### config.mk
export PLATFORM = sky130hd
export DESIGN_NAME = tdm_framer
export DESIGN_NICKNAME = d
export VERILOG_FILES = /design/src/rtl/tdm_framer_pkg.sv /design/src/rtl/tdm_framer_ctrl.sv /design/src/rtl/tdm_framer_dp.sv /design/src/rtl/tdm_framer.sv
export SDC_FILE = /design/constraint.sdc
export NUM_CORES = 1
export LEC_CHECK = 0
export BUFFER_PORTS_ARGS = -buffer_cell sky130_fd_sc_hd__buf_2
export CORE_MARGIN = 3
export CORE_UTILIZATION = 25
export DETAILED_ROUTE_END_ITERATION = 10
export PLACE_DENSITY = 0.49
export SYNTH_ARGS = -nofsm -noshare
export SYNTH_HDL_FRONTEND = slang
export SYNTH_SLANG_ARGS = --single-unit
### constraint.sdc
create_clock -name clk -period 5.4 [get_ports clk]
set_clock_uncertainty 0.1 [all_clocks]
set_input_delay 1.08 -clock clk [delete_from_list [all_inputs] [get_ports clk]]
set_output_delay 1.08 -clock clk [all_outputs]
set_load 0.005 [all_outputs]
### src/rtl/tdm_framer_pkg.sv
package tdm_framer_pkg;

  typedef enum logic [1:0] {
    MODE_PROG = 2'b00,
    MODE_DATA = 2'b01,
    MODE_MIXED = 2'b10,
    MODE_RSVD = 2'b11
  } modeT;

  // Strobes from control to datapath
  typedef struct packed {
    logic capture;   // latch the channel bank
    logic load;      // load shifter for the coming slot
    logic zeroLoad;  // load zeros instead of a channel word
    logic shift;     // move to next bit
  } dpCtlT;

  function automatic logic isProgLike(modeT m);
    return (m == MODE_PROG) || (m == MODE_RSVD);
  endfunction

endpackage

### src/rtl/tdm_framer_ctrl.sv
module tdm_framer_ctrl
  import tdm_framer_pkg::*;
#(
  parameter int NUM_CH = 6,
  parameter int WORD_W = 16,
  localparam int SLOT_W = (NUM_CH > 1) ? $clog2(NUM_CH) : 1,
  localparam int POS_W = $clog2(WORD_W + 1)
) (
  input  logic              clk,
  input  logic              rstN,
  input  logic              sampleStrobe,
  input  logic              bitEn,
  input  logic [NUM_CH-1:0] powerMask,
  input  logic [1:0]        modeSel,
  output dpCtlT             dpCtl,
  output logic [SLOT_W-1:0] slotIdx,
  output logic              dataOe,
  output logic              frameSync
);

  localparam logic [POS_W-1:0]  LAST_POS  = POS_W'(WORD_W);
  localparam logic [SLOT_W-1:0] LAST_SLOT = SLOT_W'(NUM_CH - 1);

  logic              active;
  logic [POS_W-1:0]  bitPos;
  logic [NUM_CH-1:0] maskLat;
  modeT              modeLat;
  logic              progLike;
  logic              slotLive;
  logic              stepNow;

  always_ff @(posedge clk) begin
    if (!rstN) begin
      active  <= 1'b0;
      slotIdx <= '0;
      bitPos  <= '0;
      maskLat <= '0;
      modeLat <= MODE_PROG;
    end else if (sampleStrobe) begin
      active  <= 1'b1;
      slotIdx <= '0;
      bitPos  <= '0;
      maskLat <= powerMask;
      modeLat <= modeT'(modeSel);
    end else if (stepNow) begin
      if (bitPos == LAST_POS) begin
        bitPos <= '0;
        if (slotIdx == LAST_SLOT) begin
          active  <= 1'b0;
          slotIdx <= '0;
        end else begin
          slotIdx <= slotIdx + 1'b1;
        end
      end else begin
        bitPos <= bitPos + 1'b1;
      end
    end
  end

  always_comb begin
    stepNow  = active && bitEn && !sampleStrobe;
    progLike = isProgLike(modeLat);
    slotLive = progLike ? (slotIdx == '0) : maskLat[slotIdx];

    frameSync = active && slotLive && (bitPos == '0);
    dataOe    = active && slotLive && (bitPos != '0);

    dpCtl.capture  = sampleStrobe;
    dpCtl.load     = stepNow && (bitPos == '0);
    dpCtl.zeroLoad = progLike;
    dpCtl.shift    = stepNow && (bitPos != '0) && (bitPos != LAST_POS);
  end

endmodule

### src/rtl/tdm_framer_dp.sv
module tdm_framer_dp
  import tdm_framer_pkg::*;
#(
  parameter int NUM_CH = 6,
  parameter int WORD_W = 16,
  localparam int SLOT_W = (NUM_CH > 1) ? $clog2(NUM_CH) : 1
) (
  input  logic                     clk,
  input  logic                     rstN,
  input  dpCtlT                    dpCtl,
  input  logic [SLOT_W-1:0]        slotIdx,
  input  logic [NUM_CH*WORD_W-1:0] chanWords,
  output logic                     msbOut
);

  logic [WORD_W-1:0] bank [NUM_CH];
  logic [WORD_W-1:0] shifter;

  // One capture register per channel
  for (genvar ch = 0; ch < NUM_CH; ch++) begin : g_bank
    always_ff @(posedge clk) begin
      if (!rstN)
        bank[ch] <= '0;
      else if (dpCtl.capture)
        bank[ch] <= chanWords[ch*WORD_W +: WORD_W];
    end
  end

  always_ff @(posedge clk) begin
    if (!rstN)
      shifter <= '0;
    else if (dpCtl.load)
      shifter <= dpCtl.zeroLoad ? '0 : bank[slotIdx];
    else if (dpCtl.shift)
      shifter <= {shifter[WORD_W-2:0], 1'b0};
  end

  assign msbOut = shifter[WORD_W-1];

endmodule

### src/rtl/tdm_framer.sv
module tdm_framer
  import tdm_framer_pkg::*;
#(
  parameter int NUM_CH = 6,
  parameter int WORD_W = 16,
  localparam int SLOT_W = (NUM_CH > 1) ? $clog2(NUM_CH) : 1
) (
  input  logic                     clk,
  input  logic                     rstN,
  input  logic                     sampleStrobe,
  input  logic                     bitEn,
  input  logic [NUM_CH*WORD_W-1:0] chanWords,
  input  logic [NUM_CH-1:0]        powerMask,
  input  logic [1:0]               modeSel,
  output logic                     serData,
  output logic                     dataOe,
  output logic                     frameSync
);

  dpCtlT             dpCtl;
  logic [SLOT_W-1:0] slotIdx;
  logic              msbOut;

  tdm_framer_ctrl #(.NUM_CH(NUM_CH), .WORD_W(WORD_W)) u_ctrl (
    .clk(clk), .rstN(rstN), .sampleStrobe(sampleStrobe), .bitEn(bitEn),
    .powerMask(powerMask), .modeSel(modeSel), .dpCtl(dpCtl),
    .slotIdx(slotIdx), .dataOe(dataOe), .frameSync(frameSync)
  );

  tdm_framer_dp #(.NUM_CH(NUM_CH), .WORD_W(WORD_W)) u_dp (
    .clk(clk), .rstN(rstN), .dpCtl(dpCtl), .slotIdx(slotIdx),
    .chanWords(chanWords), .msbOut(msbOut)
  );

  assign serData = dataOe & msbOut;

endmodule

==> out/qor.txt, run 1 <==
I/O pin count: 111
R2R cell count: 4
Synth Area in Simple Gates: 0.1603
sequential area share after synthesis: 0.6100
Reg area: 3605 sq um
Worst setup SP type: input port
XOR/XNOR Fraction of Synth Area: 0.008896
Synth Area in Adders: 0.004236
non-filler cells, final: 843
Critical Path AT: 3.60 ns
Syn-to-layout area delta: 23.41%
TritonCTS Buffers: 17
hold depth: 1
cell count after synthesis: 421
hold_buf cts: 0
VDD IR max: 254.4 uV
vias: 3698
first-pass GRT wire length: 21540 um
die area: 25510 sq um
Final Hold Viols: 0
Max Fclk: 0.2978 GHz
initial antenna violation count: 0
Sink Count: 132
max cap viols: 0
Hold EP: u_dp.shifter[14]
DR vias/cell: 4.387
yosys synthesis warning count: 0
drc violations: 0
largest net degree at the start of global routing: 64
Fill cells: 2275
slowest cell on the critical path: a21oi_1
Mapped Area: 5907 sq um
Worst-path clk slew: 0.06 ns
min cycle time layout: 3.358 ns
critical path class: input port to register
number of global-route vias before repair: 4001
post_cts resized: 0
Detailed Route WL: 13620 um
r2r setup slk: 2.84 ns
Worst-Margin Slew: 1.127 ns
main combinational cell family by area after synthesis: simple AND/OR/NAND/NOR gates
wire length per cell: 16.15 um
Cell variety after synth: 36
Post-DP HPWL: 9678 um
number of enable flip-flop cells after synthesis: 96
# setup viols final: 0
Slowest Stage Delay on Critical Path: 0.89 ns
final total power: 2.432 mW
Tcrit/Tclk final: 0.6219
number of synthesized register bits: 132
overall global routing resource usage: 0.1079
# diodes: 0
Syn Nets: 531
critical path peak fanout: 63
H-tree level count: 4
core area: 22920 sq um
mux contribution to synthesized area: 0.1491
DRT Pass-1 Iters: 4
CP Cell Sequence: buf_2, buf_4, nand4b_1, a21oi_1, a221o_1
slew margin rel.: 0.2490
Leak Pwr: 3.149 nW
outcome: complete, no violations
hold_sp: u_dp.shifter[13]
setup_tns: 0 ns
WP data required: 5.65 ns
DRT antenna net count: 0
Cells after DPL: 811
CTS tree: built
Post-CTS Setup Bufs: 0
Worst path top cell family by delay: compound AO/OA/AOI/OAI gates
Port Buffers: 110
Critical R2R Capture: u_dp.shifter[10]
row count: 55
initial core utilization: 0.2578
clk root buf: clkbuf_16
Primary FF master, synth: edfxtp_1
worst-case hold slack: 0.3913 ns
grt total ovfl: 0
CP Capture Type: register
Worst-Skew Late Latency: 0.41 ns
RSZ-0062 raised after global routing: no
Power Density: 333.7 nW/um^2
Final GP Congestion: 0.7471
Compound-Gate Fraction of Synth Area: 0.03559
drt first-iter violations: 218
Async S/R FF share, synth: 0
Die X: 159.7 um
multi-input logic area: 2123 sq um
Worst Path Buf+Inv: 2
Clock Tree Buf Depth: 2
final net count: 627
DIE HEIGHT: 159.7 um
Hold Crit Class: register to register
final slew viol count: 0
layout cell share with drive strength beyond 1: 0.3396
syn avg cell area: 14.03 sq um
[metal layers]
layer | vias to the layer above | global-route usage | share of wire
met5 | - | 0 | 0
met4 | 0 | 0.03382 | 0.015
met3 | 14 | 0.02231 | 0.036
met2 | 93 | 0.1873 | 0.50
met1 | 1780 | 0.1350 | 0.45
li1 | 1811 | - | -
[power by group]
part	internal, mW	total, mW	leakage, nW	switching, mW
logic	0.0802	0.157	1.54	0.0763
clock network	0.668	1.10	0.283	0.433
registers	1.16	1.17	1.32	0.0180
total	1.90	2.43	3.15	0.528
[area by class of cell]
type                    instances  share of cell area
repair buffers                114             0.07964
flip-flops and latches        132              0.4945
multi-input cells             248              0.2913
well taps                     313             0.05372
clock inverters                12             0.01596
clock buffers                  20             0.06282
inverters                       4            0.002060
[worst max-delay path by stage]
| stage | start | to | cells after the start |
|---|---|---|---|
| floorplan | sampleStrobe | u_ctrl.bitPos[2] | 5 |
| global placement | rstN | u_dp.shifter[3] | 5 |
| detailed placement | rstN | u_dp.shifter[12] | 5 |
| CTS | rstN | u_dp.shifter[8] | 5 |
| global route | rstN | u_dp.shifter[8] | 5 |
| finish | rstN | u_dp.shifter[8] | 5 |
[registers in the layout, summed over array words and instances (netlist names), named ones only]
name,cells
u_dp.bank,96
u_dp.shifter,16
u_ctrl.maskLat,6
u_ctrl.bitPos,5
u_ctrl.slotIdx,3
u_ctrl.modeLat,2
u_ctrl.active,1
[stage by stage]
stage,setup slack [ns],util,cell area [sq um]
3_3_place_gp,1.796,0.2930,6715
3_5_place_dp,1.633,0.2930,6715
6_report,2.042,0.3181,7289
4_1_cts,2.053,0.3181,7289
5_1_grt,1.743,0.3181,7289
2_1_floorplan,0.5089,-,5907
[logic make-up (layout without fill, tap and decap cells)]
kind of cell               after synthesis  in the layout
DFF                                    132            132
adders and majority gates                2              2
AOI/OAI and AO/OA                       24             24
and+or+nand+nor                        156            156
buffers and inverters                   41            150
xor gates and xnor gates                 6              6
muxes                                   60             60
[synthesized netlist by cell type (3+ instances only)]
cell      number  area, sq um
mux2_2         6        67.56
mux2i_1       10        100.1
edfxtp_1      96         2883
and3_1        96        600.6
nor2_1        11        41.29
nand2_1        8        30.03
nor2b_1       10        62.56
mux2_4        10        150.1
a21oi_1        5        25.02
buf_6          4        45.04
mux2_1        18        202.7
and2_1        15        93.84
nand4_1        4        25.02
inv_1          4        15.01
xor2_1         4        35.03
buf_2          3        15.01
a221o_1       15        150.1
mux4_2        16        360.4
clkbuf_1      30        112.6
dfxtp_1       36        720.7
[cells in the final DEF, fill, tap and decap left out, types with 8 or more instances in the layout]
| master | n |
|---|---|
| a221o_1 | 15 |
| and2_1 | 15 |
| and3_1 | 96 |
| buf_2 | 110 |
| clkbuf_16 | 18 |
| dfxtp_1 | 35 |
| edfxtp_1 | 96 |
| mux2_1 | 18 |
| mux2_4 | 10 |
| mux2i_1 | 10 |
| mux4_2 | 16 |
| nand2_1 | 8 |
| nor2_1 | 11 |
| nor2b_1 | 10 |
Power figures use the tool's default switching activity.
==> run 2: changes to the inputs <==
- clock period: 5.4 -> 3.15 ns (I/O delays scaled with it)
==> out/qor.txt, run 2 (synthesis results as in run 1) <==
# setup viols final: 0 (unchanged)
overall global routing resource usage: 0.1093 (+0.001399)
WP data required: 2.42 ns (-3.23 ns)
min cycle time layout: 2.536 ns
vias: 3701 (+0.081%)
Sink Count: 132 (unchanged)
critical path peak fanout: 4 (-94%)
H-tree level count: 4 (unchanged)
slew margin rel.: 0.4208 (+0.1718)
worst-case hold slack: 0.3752 ns (-0.01611 ns)
CP Capture Type: output pin
number of global-route vias before repair: 4050 (+1.2%)
final slew viol count: 0 (unchanged)
Power Density: 586.8 nW/um^2 (+76%)
post_cts resized: 0 (unchanged)
setup_tns: 0 ns (unchanged)
Worst-Margin Slew: 0.8676 ns (-0.2589 ns)
hold depth: 3 (+2)
Critical R2R Capture: u_dp.shifter[8]
DRT Pass-1 Iters: 4 (unchanged)
largest net degree at the start of global routing: 57 (-11%)
R2R cell count: 5 (+1)
Gate power share: 0.062 (-0.002)
most common cell after layout, fill and taps aside: buf_2
CTS tree: built
non-filler cells, final: 849 (+0.71%)
RSZ-0062 raised after global routing: no
VDD IR max: 351.5 uV (+38%)
Tcrit/Tclk final: 0.8052
Critical Path AT: 1.81 ns (-1.79 ns)
Worst setup SP type: register
Syn-to-layout area delta: 25.42%
Clock Tree Buf Depth: 2 (unchanged)
die area: 25510 sq um (unchanged)
Final Hold Viols: 0 (unchanged)
grt total ovfl: 0 (unchanged)
critical path class: register to output pin
Final GP Congestion: 0.7742 (+3.6%)
Post-DP HPWL: 9797 um (+1.2%)
wire length per cell: 16.12 um (-0.20%)
Port Buffers: 110 (unchanged)
Detailed Route WL: 13690 um (+0.51%)
commonest cells after routing, fill and taps aside: buf_2 (110), and3_1 (96), edfxtp_1 (96)
Worst-path clk slew: 0.06 ns (about the same)
DRT antenna net count: 0 (unchanged)
outcome: complete, no violations
core area: 22920 sq um (unchanged)
TritonCTS Buffers: 17 (unchanged)
DR vias/cell: 4.359 (-0.63%)
Worst-Skew Late Latency: 0.42 ns (about the same)
Cells after DPL: 817 (+0.74%)
Leak Pwr: 3.213 nW (+2.0%)
# diodes: 0 (unchanged)
DIE HEIGHT: 159.7 um (unchanged)
Max Fclk: 0.3943 GHz
first-pass GRT wire length: 21760 um (+0.99%)
initial core utilization: 0.2578 (unchanged)
Hold EP: u_ctrl.maskLat[0]
clk root buf: clkbuf_16
Die X: 159.7 um (unchanged)
max cap viols: 0 (unchanged)
final total power: 4.347 mW (+79%)
max reg flops: 96 (unchanged)
biggest regs: u_dp.bank x96, u_dp.shifter x16, u_ctrl.maskLat x6
drt first-iter violations: 178 (-18%)
Flop pwr share: 0.464 (-0.019)
final net count: 633 (+0.96%)
hold_sp: powerMask[0]
switch share: 0.2129 (-0.004036)
Largest Register: u_dp.bank
Clock Power Share: 0.474 (+0.021)
r2r setup slk: 0.82 ns (-2.02 ns)
row count: 55 (unchanged)
Net Switching: 0.9254 mW (+75%)
layout cell share with drive strength beyond 1: 0.3526 (+0.01299)
I/O pin count: 111 (unchanged)
initial antenna violation count: 0 (unchanged)
Int Power: 3.422 mW (+80%)
drc violations: 0 (unchanged)
Hold Crit Class: input port to register
hold_buf cts: 0 (unchanged)
Post-CTS Setup Bufs: 0 (unchanged)
## run 2: final cells by class
cell class	count	area (sq um)
well taps	313	391.6
repair buffers	120	650.6
clock buffers	19	452.9
inverters	4	15.01
fillers	2287	15510
clock inverters	13	170.2
flip-flops and latches	132	3605
multi-input cells	248	2123
## run 2: worst max path at each step
stage / start / endpoint / slack (ns) / depth (start not counted)
3_5_place_dp: register / u_dp.shifter[8] / 0.79 / 5
6_report: u_ctrl.slotIdx[0] / serData / 0.61 / 5
5_1_grt: u_ctrl.slotIdx[1] / serData / 0.50 / 5
2_1_floorplan: sampleStrobe / u_ctrl.bitPos[2] / 0.24 / 5
3_3_place_gp: register / u_dp.shifter[11] / 0.85 / 5
4_1_cts: u_ctrl.slotIdx[0] / serData / 0.57 / 5
## run 2: stage by stage
stage	instance area [sq um]	setup slack (ns)	util
finish	7408	0.6137	0.3233
global route	7408	0.5044	0.3233
CTS	7408	0.5743	0.3233
detailed placement	6785	0.7895	0.2961
global placement	6785	0.8483	0.2961
floorplan	5908	0.2426	-
## run 2: critical path, stage by stage (launching register included)
cell,delay (ns)
dfxtp_1,0.34
inv_1,0.13
mux2_2,0.35
o311a_1,0.34
nor2_1,0.12
buf_2,0.12
## run 2: power by group through the flow
stage                     Combinational, mW  Clock (mW)  Sequential [mW]
after floorplan                       0.159           0             2.04
after global placement                0.267           0             2.06
after detailed placement              0.273           0             2.06
after CTS                             0.275        2.11             2.02
after global routing                  0.300        2.17             2.03
final                                 0.269        2.06             2.02
## run 2: per-layer routing
layer	GRT usage	vias to the layer above	wire (um)
met5	0	-	0
met4	0.04536	0	259
met3	0.02672	20	508
met2	0.1809	94	6730
met1	0.1370	1773	6188
li1	-	1814	-
